`src/rtl/scl_gen_pkg.sv`:
```
package scl_gen_pkg;
  typedef enum logic [1:0] {ST_IDLE, ST_RUN, ST_HOLD} scl_state_e;
  localparam int unsigned CNT_W = 4;
  localparam logic [CNT_W-1:0] NINTH = 4'd9;
  localparam logic [CNT_W-1:0] TENTH = 4'd10;
endpackage

```
`src/rtl/scl_pin_sync.sv`:
```
module scl_pin_sync #(
  parameter int unsigned STAGES = 2
) (
  input  logic clk_i,
  input  logic rst_ni,
  input  logic pin_i,
  output logic pin_s_o,
  output logic pin_fall_o
);
  logic [STAGES-1:0] sr_q;
  logic              last_q;

  generate
    for (genvar g = 0; g < STAGES; g++) begin : g_stage
      always_ff @(posedge clk_i or negedge rst_ni) begin
        if (!rst_ni) sr_q[g] <= 1'b1;
        else if (g == 0) sr_q[g] <= pin_i;
        else sr_q[g] <= sr_q[(g == 0) ? 0 : g-1];
      end
    end
  endgenerate

  always_ff @(posedge clk_i or negedge rst_ni) begin
    if (!rst_ni) last_q <= 1'b1;
    else last_q <= sr_q[STAGES-1];
  end

  assign pin_s_o    = sr_q[STAGES-1];
  assign pin_fall_o = last_q & ~sr_q[STAGES-1];
endmodule

```
`src/rtl/scl_baud_cnt.sv`:
```
module scl_baud_cnt #(
  parameter int unsigned W = 8
) (
  input  logic         clk_i,
  input  logic         rst_ni,
  input  logic         load_i,
  input  logic         en_i,
  input  logic [W-1:0] val_i,
  output logic         zero_o
);
  logic [W-1:0] cnt_q;

  always_ff @(posedge clk_i or negedge rst_ni) begin
    if (!rst_ni) cnt_q <= '0;
    else if (load_i) cnt_q <= val_i;
    else if (en_i && cnt_q != '0) cnt_q <= cnt_q - 1'b1;
  end

  assign zero_o = (cnt_q == '0);

  // a paused count keeps its value
  a_r7_pause_holds: assert property (@(posedge clk_i) disable iff (!rst_ni)
    (!load_i && !en_i) |=> $stable(cnt_q));
endmodule

```
`src/rtl/scl_seq.sv`:
```
module scl_seq
  import scl_gen_pkg::*;
(
  input  logic             clk_i,
  input  logic             rst_ni,
  input  logic             start_i,
  input  logic             stop_det_i,
  input  logic             rel_on_stop_i,
  input  logic             sync_en_i,
  input  logic             pin_s_i,
  input  logic             pin_fall_i,
  input  logic             cnt_zero_i,
  input  logic             hold_ninth_i,
  input  logic             phase_mode_i,
  input  logic             hold_after_i,
  output logic             cnt_load_o,
  output logic             cnt_en_o,
  output logic             scl_o,
  output logic             busy_o,
  output logic             rise_o,
  output logic             fall_o,
  output logic [CNT_W-1:0] bit_cnt_o
);
  scl_state_e       state_q;
  logic             scl_q, rise_q, fall_q, by_after_q;
  logic [CNT_W-1:0] bit_q;
  logic             accept, go, forced, tick, stop_rel, hold_free;

  always_comb begin
    accept     = (state_q == ST_IDLE) & start_i;
    go         = ~sync_en_i | pin_s_i;            // high half waits for the pin
    forced     = sync_en_i & scl_q & pin_fall_i;  // follow a faster device
    tick       = (state_q == ST_RUN) & (forced | (cnt_zero_i & (~scl_q | go)));
    cnt_en_o   = (state_q == ST_RUN) & (~scl_q | go);
    cnt_load_o = accept | tick;
    stop_rel   = stop_det_i & rel_on_stop_i;
    hold_free  = by_after_q ? ~hold_after_i : ~hold_ninth_i;
  end

  always_ff @(posedge clk_i or negedge rst_ni) begin
    if (!rst_ni) begin
      state_q    <= ST_IDLE;
      scl_q      <= 1'b1;
      bit_q      <= '0;
      rise_q     <= 1'b0;
      fall_q     <= 1'b0;
      by_after_q <= 1'b0;
    end else begin
      rise_q <= 1'b0;
      fall_q <= 1'b0;
      if (stop_rel) begin
        state_q <= ST_IDLE;
        scl_q   <= 1'b1;
      end else begin
        unique case (state_q)
          ST_IDLE: if (start_i) begin
            state_q <= ST_RUN;
            scl_q   <= 1'b1;
            bit_q   <= '0;
          end
          ST_RUN: if (tick) begin
            if (scl_q) begin
              fall_q <= 1'b1;
              if (bit_q == NINTH) begin
                if (hold_ninth_i) begin
                  state_q    <= ST_HOLD;
                  by_after_q <= 1'b0;
                  scl_q      <= 1'b0;
                end else if (phase_mode_i && hold_after_i) begin
                  scl_q <= 1'b0;
                end else begin
                  state_q <= ST_IDLE;
                end
              end else if (bit_q == TENTH) begin
                state_q    <= ST_HOLD;
                by_after_q <= 1'b1;
                scl_q      <= 1'b0;
              end else begin
                scl_q <= 1'b0;
              end
            end else begin
              scl_q  <= 1'b1;
              rise_q <= 1'b1;
              bit_q  <= bit_q + 1'b1;
            end
          end
          ST_HOLD: if (hold_free) begin
            state_q <= ST_IDLE;
            scl_q   <= 1'b1;
          end
          default: state_q <= ST_IDLE;
        endcase
      end
    end
  end

  assign scl_o     = scl_q;
  assign busy_o    = (state_q == ST_RUN);
  assign rise_o    = rise_q;
  assign fall_o    = fall_q;
  assign bit_cnt_o = bit_q;

  a_r1_idle_high: assert property (@(posedge clk_i) disable iff (!rst_ni)
    (state_q == ST_IDLE) |-> scl_q);
  a_r4_hold_low: assert property (@(posedge clk_i) disable iff (!rst_ni)
    (state_q == ST_HOLD) |-> !scl_q);
  a_r2_bit_range: assert property (@(posedge clk_i) disable iff (!rst_ni)
    bit_q <= TENTH);
  a_r2_rise_edge: assert property (@(posedge clk_i) disable iff (!rst_ni)
    rise_q |-> (scl_q && $past(!scl_q)));
endmodule

```
`src/rtl/scl_sync_gen.sv`:
```
module scl_sync_gen #(
  parameter int unsigned DIV_W       = 8,
  parameter int unsigned SYNC_STAGES = 2
) (
  input  logic             clk_i,
  input  logic             rst_ni,
  input  logic [DIV_W-1:0] div_i,
  input  logic             scl_i,
  input  logic             start_i,
  input  logic             stop_det_i,
  input  logic             sync_en_i,
  input  logic             hold_ninth_i,
  input  logic             phase_mode_i,
  input  logic             hold_after_i,
  input  logic             rel_on_stop_i,
  input  logic             force_low_i,
  output logic             scl_oe_o,
  output logic             scl_int_o,
  output logic             scl_eff_o,
  output logic             busy_o,
  output logic             bit_rise_o,
  output logic             bit_fall_o,
  output logic [3:0]       bit_cnt_o
);
  logic pin_s, pin_fall, cnt_load, cnt_en, cnt_zero, scl_int;

  scl_pin_sync #(.STAGES(SYNC_STAGES)) u_sync (
    .clk_i, .rst_ni, .pin_i(scl_i), .pin_s_o(pin_s), .pin_fall_o(pin_fall)
  );

  scl_baud_cnt #(.W(DIV_W)) u_cnt (
    .clk_i, .rst_ni, .load_i(cnt_load), .en_i(cnt_en), .val_i(div_i),
    .zero_o(cnt_zero)
  );

  scl_seq u_seq (
    .clk_i, .rst_ni, .start_i, .stop_det_i, .rel_on_stop_i, .sync_en_i,
    .pin_s_i(pin_s), .pin_fall_i(pin_fall), .cnt_zero_i(cnt_zero),
    .hold_ninth_i, .phase_mode_i, .hold_after_i,
    .cnt_load_o(cnt_load), .cnt_en_o(cnt_en), .scl_o(scl_int),
    .busy_o, .rise_o(bit_rise_o), .fall_o(bit_fall_o), .bit_cnt_o
  );

  assign scl_int_o = scl_int;
  assign scl_oe_o  = force_low_i | ~scl_int;
  assign scl_eff_o = scl_int & pin_s;

  // released stop brings the internal clock high
  a_r11_stop_release: assert property (@(posedge clk_i) disable iff (!rst_ni)
    (stop_det_i && rel_on_stop_i) |=> scl_int_o && !busy_o);
endmodule

```
`config.mk`:
```
export PLATFORM = sky130hd
export DESIGN_NAME = scl_sync_gen
export DESIGN_NICKNAME = d
export VERILOG_FILES = /design/src/rtl/scl_gen_pkg.sv /design/src/rtl/scl_pin_sync.sv /design/src/rtl/scl_baud_cnt.sv /design/src/rtl/scl_seq.sv /design/src/rtl/scl_sync_gen.sv
export SDC_FILE = /design/constraint.sdc
export NUM_CORES = 1
export LEC_CHECK = 0
export CAP_MARGIN = 20
export CELL_PAD_IN_SITES_DETAIL_PLACEMENT = 0
export CELL_PAD_IN_SITES_GLOBAL_PLACEMENT = 1
export CORE_MARGIN = 5
export CORE_UTILIZATION = 30
export CTS_CLUSTER_SIZE = 20
export DETAILED_ROUTE_END_ITERATION = 6
export PLACE_DENSITY_LB_ADDON = 0.05
export SYNTH_ARGS = -nofsm -noshare
export SYNTH_HDL_FRONTEND = slang
export SYNTH_SLANG_ARGS = --single-unit
```
`constraint.sdc`:
```
create_clock -name clk_i -period 5.15 [get_ports clk_i]
set_input_delay 1.2875 -clock clk_i [delete_from_list [all_inputs] [get_ports clk_i]]
set_output_delay 1.2875 -clock clk_i [all_outputs]
set_load 0.05 [all_outputs]
```
==> qor.csv <==
stage,metric,value,unit
synthesis,sequential area share after synthesis,36.74,%
clocking,Max clock buf depth,2,
run,max_cap viols,0,
grt,Total Routing Usage GR,12.83,%
worst_setup_path,crit path buf inv count,2,
sta,Slew @ Worst Pin,615.5,ps
power,Power Density,525.0,nW/um^2
floorplanning,core area,4692,um^2
clocking,H-tree depth,1,
sta,final critical-path share of the clock period,75.90,%
clocking,"Hold-fix buffers, CTS",0,
cells_and_area,"leading cell type in the layout, fill and taps excluded",clkdlybuf4s50_1,
worst_setup_path,cell mode on critical path,clkdlybuf4s50_1,
cells_and_area,Synth-to-Final Area Change,27.04,%
clocking,CTS clock-pin slew for the worst setup and hold paths,80,ps
sta,unrepaired setup endpoints after global routing,false,
routing,antenna-violating nets left,0,
synthesis,Yosys reg bits,21,
grt,initial antenna violation count,0,
worst_setup_path,Worst Setup Path Type,input port to output pin,
synthesis,Syn Area/Cell,9.499,um^2
grt,largest net degree at the start of global routing,22,
worst_setup_path,CP Launch Type,input port,
synthesis,post-synth top area cell,dfrtp_1,
clocking,TritonCTS clock tree,done,
placement,dpl hpwl,2878,um
worst_setup_path,largest fanout on the critical path,1,
worst_setup_path,CP top delay family,buffers and inverters,
worst_setup_path,Crit path depth,3,
routing,via count,1288,
floorplanning,Initial Utilization,30.77,%
synthesis,multiplexer share of the synthesized area,2.426,%
placement,# port buffers,28,
cells_and_area,fin nets,210,
worst_setup_path,Critical Path AT,2620,ps
worst_hold_path,worst hold path type,flip-flop to flip-flop,
cells_and_area,share of post-route cells with drive strength above 1,8.791,%
routing,DR vias/cell,5.458,
sta,fin crit period,3909,ps
grt,first-pass GRT wire length,6348,um
placement,post-placement worst setup slack,1242,ps
synthesis,Yosys cell types,53,
clocking,worst skew pair latency,260,ps
worst_setup_path,CP Capture Type,output pin,
grt,number of global-route vias before repair,1265,
floorplanning,DIE WIDTH,79.38,um
cells_and_area,Finished Core Util,39.09,%
synthesis,post-synth net total,179,
synthesis,largest family of logic cells by synthesized area,compound AO/OA/AOI/OAI gates,
synthesis,Synth Area in Compound Gates,25.48,%
synthesis,Post-synth EDFFs,0,
sta,Rel. slew slack,58.40,%
routing,Post-route DRC,0,
routing,DRT iter0 DRCs,60,
worst_setup_path,crit-path cells,clkdlybuf4s50_1 -> nand2b_1 -> clkdlybuf4s50_1,
floorplanning,row count,25,
cells_and_area,ANT cells,0,
synthesis,Syn. warnings,0,
sta,setup TNS,0,ps
synthesis,ys flop type,dfrtp_1,
clocking,clk root buf,clkbuf_8,
placement,DP Area,1774,um^2
worst_setup_path,CP max-delay cell,clkdlybuf4s50_1,
placement,placer congestion estimate,0.8536,
sta,Max Slew Vio Count,0,
clocking,post-CTS setup buffer count,0,
synthesis,Synth Area in Simple Gates,24.61,%
floorplanning,die height,79.38,um
synthesis,Post-Syn Area,1444,um^2
clocking,clk sink count,21,
sta,final hold violations,0,
clocking,Resized cells post-CTS,0,
routing,Wirelength per Cell,16.12,um
routing,final WL,3804,um
worst_setup_path,"Largest stage delay, worst path",800,ps
sta,final setup fails,0,
cells_and_area,most frequent cells in the layout,"clkdlybuf4s50_1 (28), dfrtp_1 (17), inv_1 (10), a21oi_1 (10), nand2_1 (9)",
synthesis,Synth top area share,29.46,%
sta,Min Hold Slack,358.4,ps
power,Max IR drop VDD,0.0002027,V
worst_hold_path,hold depth,0,
worst_setup_path,r2r worst-path depth,6,
worst_setup_path,Worst EP required,3860,ps
synthesis,Post-Syn Instances,152,
synthesis,Post-Synth XOR/XNOR Area,0,%
synthesis,ys async rst share,100.0,%
routing,First-pass DRT Iterations,4,
clocking,CTS buffer count,3,
grt,GRT overflow,0,
sta,final worst slack,1241,ps
outcome,status,"finished, final reports clean",
sta,clock skew,11.79,ps
sta,Fmax,0.2558,GHz
synthesis,ranking of synthesized cells by area,"dfrtp_1 (29%), dfstp_2 (7.3%), ha_1 (6.9%), a21oi_1 (3.5%), nand2b_1 (3.0%)",
floorplanning,I/O pin count,29,
synthesis,Post-Synth Adder-Cell Area,6.932,%
cells_and_area,Finished Cell Area,1834,um^2
power,leakage,0.7413,nW
floorplanning,Die Area,6300,um^2
[through the flow]
stage          std cells  total power [mW]
2_1_floorplan        152            0.6979
3_3_place_gp         231            0.8509
3_5_place_dp         231            0.8522
4_1_cts              235            0.9708
5_1_grt              236             1.042
6_report             236            0.9629
[flip-flops by register name, indices dropped and copies added, names as in the netlist]
| signal | cells |
|---|---|
| u_sync.last_q | 1 |
| u_sync.sr_q | 1 |
| u_seq.state_q | 2 |
| u_seq.rise_o | 1 |
| u_sync.pin_s_o | 1 |
| u_cnt.cnt_q | 8 |
| u_seq.bit_cnt_o | 4 |
| u_seq.fall_o | 1 |
| u_seq.scl_o | 1 |
| u_seq.by_after_q | 1 |
[where the power goes]
part | internal, mW | switching [mW] | leakage [nW]
sequential | 0.226 | 0.0780 | 0.250
clock | 0.0552 | 0.0540 | 0.0228
combinational | 0.228 | 0.322 | 0.468
total | 0.509 | 0.454 | 0.741
[cells in the mapped netlist (4+ instances only)]
master / n
dfrtp_1: 17
a21oi_1: 10
inv_1: 10
nand2_1: 9
ha_1: 8
nor3_1: 8
nand2b_1: 7
nor2_1: 6
nand3_1: 5
a31oi_1: 4
and2_1: 4
dfstp_2: 4
[cell type report]
type,instances,area [um^2]
Inverter,10,37.54
Fill cell,474,2858
Timing Repair Buffer,29,295.3
Tap cell,54,67.56
Multi-Input combinational cell,118,858.3
Clock buffer,4,45.04
Sequential cell,21,530.5
[worst register-to-register path, delay by kind of cell, from the launching register on]
family                     cells  cell delay (ps)
AOI/OAI and AO/OA              2              660
muxes                          1              340
and+or+nand+nor                1              460
DFF                            1              390
buffers and inverters          1              120
adders and majority gates      1              180
[final timing paths]
kind	start	end	slack, ps
min in group asynchronous	rst_ni	u_cnt.cnt_q[2]$_DFFE_PN0P_	1320
worst min-delay path	u_sync.sr_q[0]$_DFF_PN1_	u_sync.pin_s_o$_DFF_PN1_	360
worst max-delay path	force_low_i	scl_oe_o	1240
worst min register to register	u_sync.sr_q[0]$_DFF_PN1_	u_sync.pin_s_o$_DFF_PN1_	360
max in group asynchronous	rst_ni	u_seq.bit_cnt_o[1]$_DFFE_PN0P_	3370
worst max register to register	u_cnt.cnt_q[0]$_DFFE_PN0P_	u_cnt.cnt_q[1]$_DFFE_PN0P_	2880
[logic make-up (layout without fill, tap and decap cells)]
group	after synthesis	after routing
AOI/OAI and AO/OA	48	48
adders and majority gates	8	8
buffers and inverters	13	43
DFF	21	21
muxes	3	3
and+or+nand+nor	59	59
[layer usage]
layer  track usage (%)  routed length [um]
met5                 0                   0
met3             3.837                 190
met2             19.44                1752
met4             3.608                  44
met1             17.67                1817
Power figures use the tool's default switching activity.
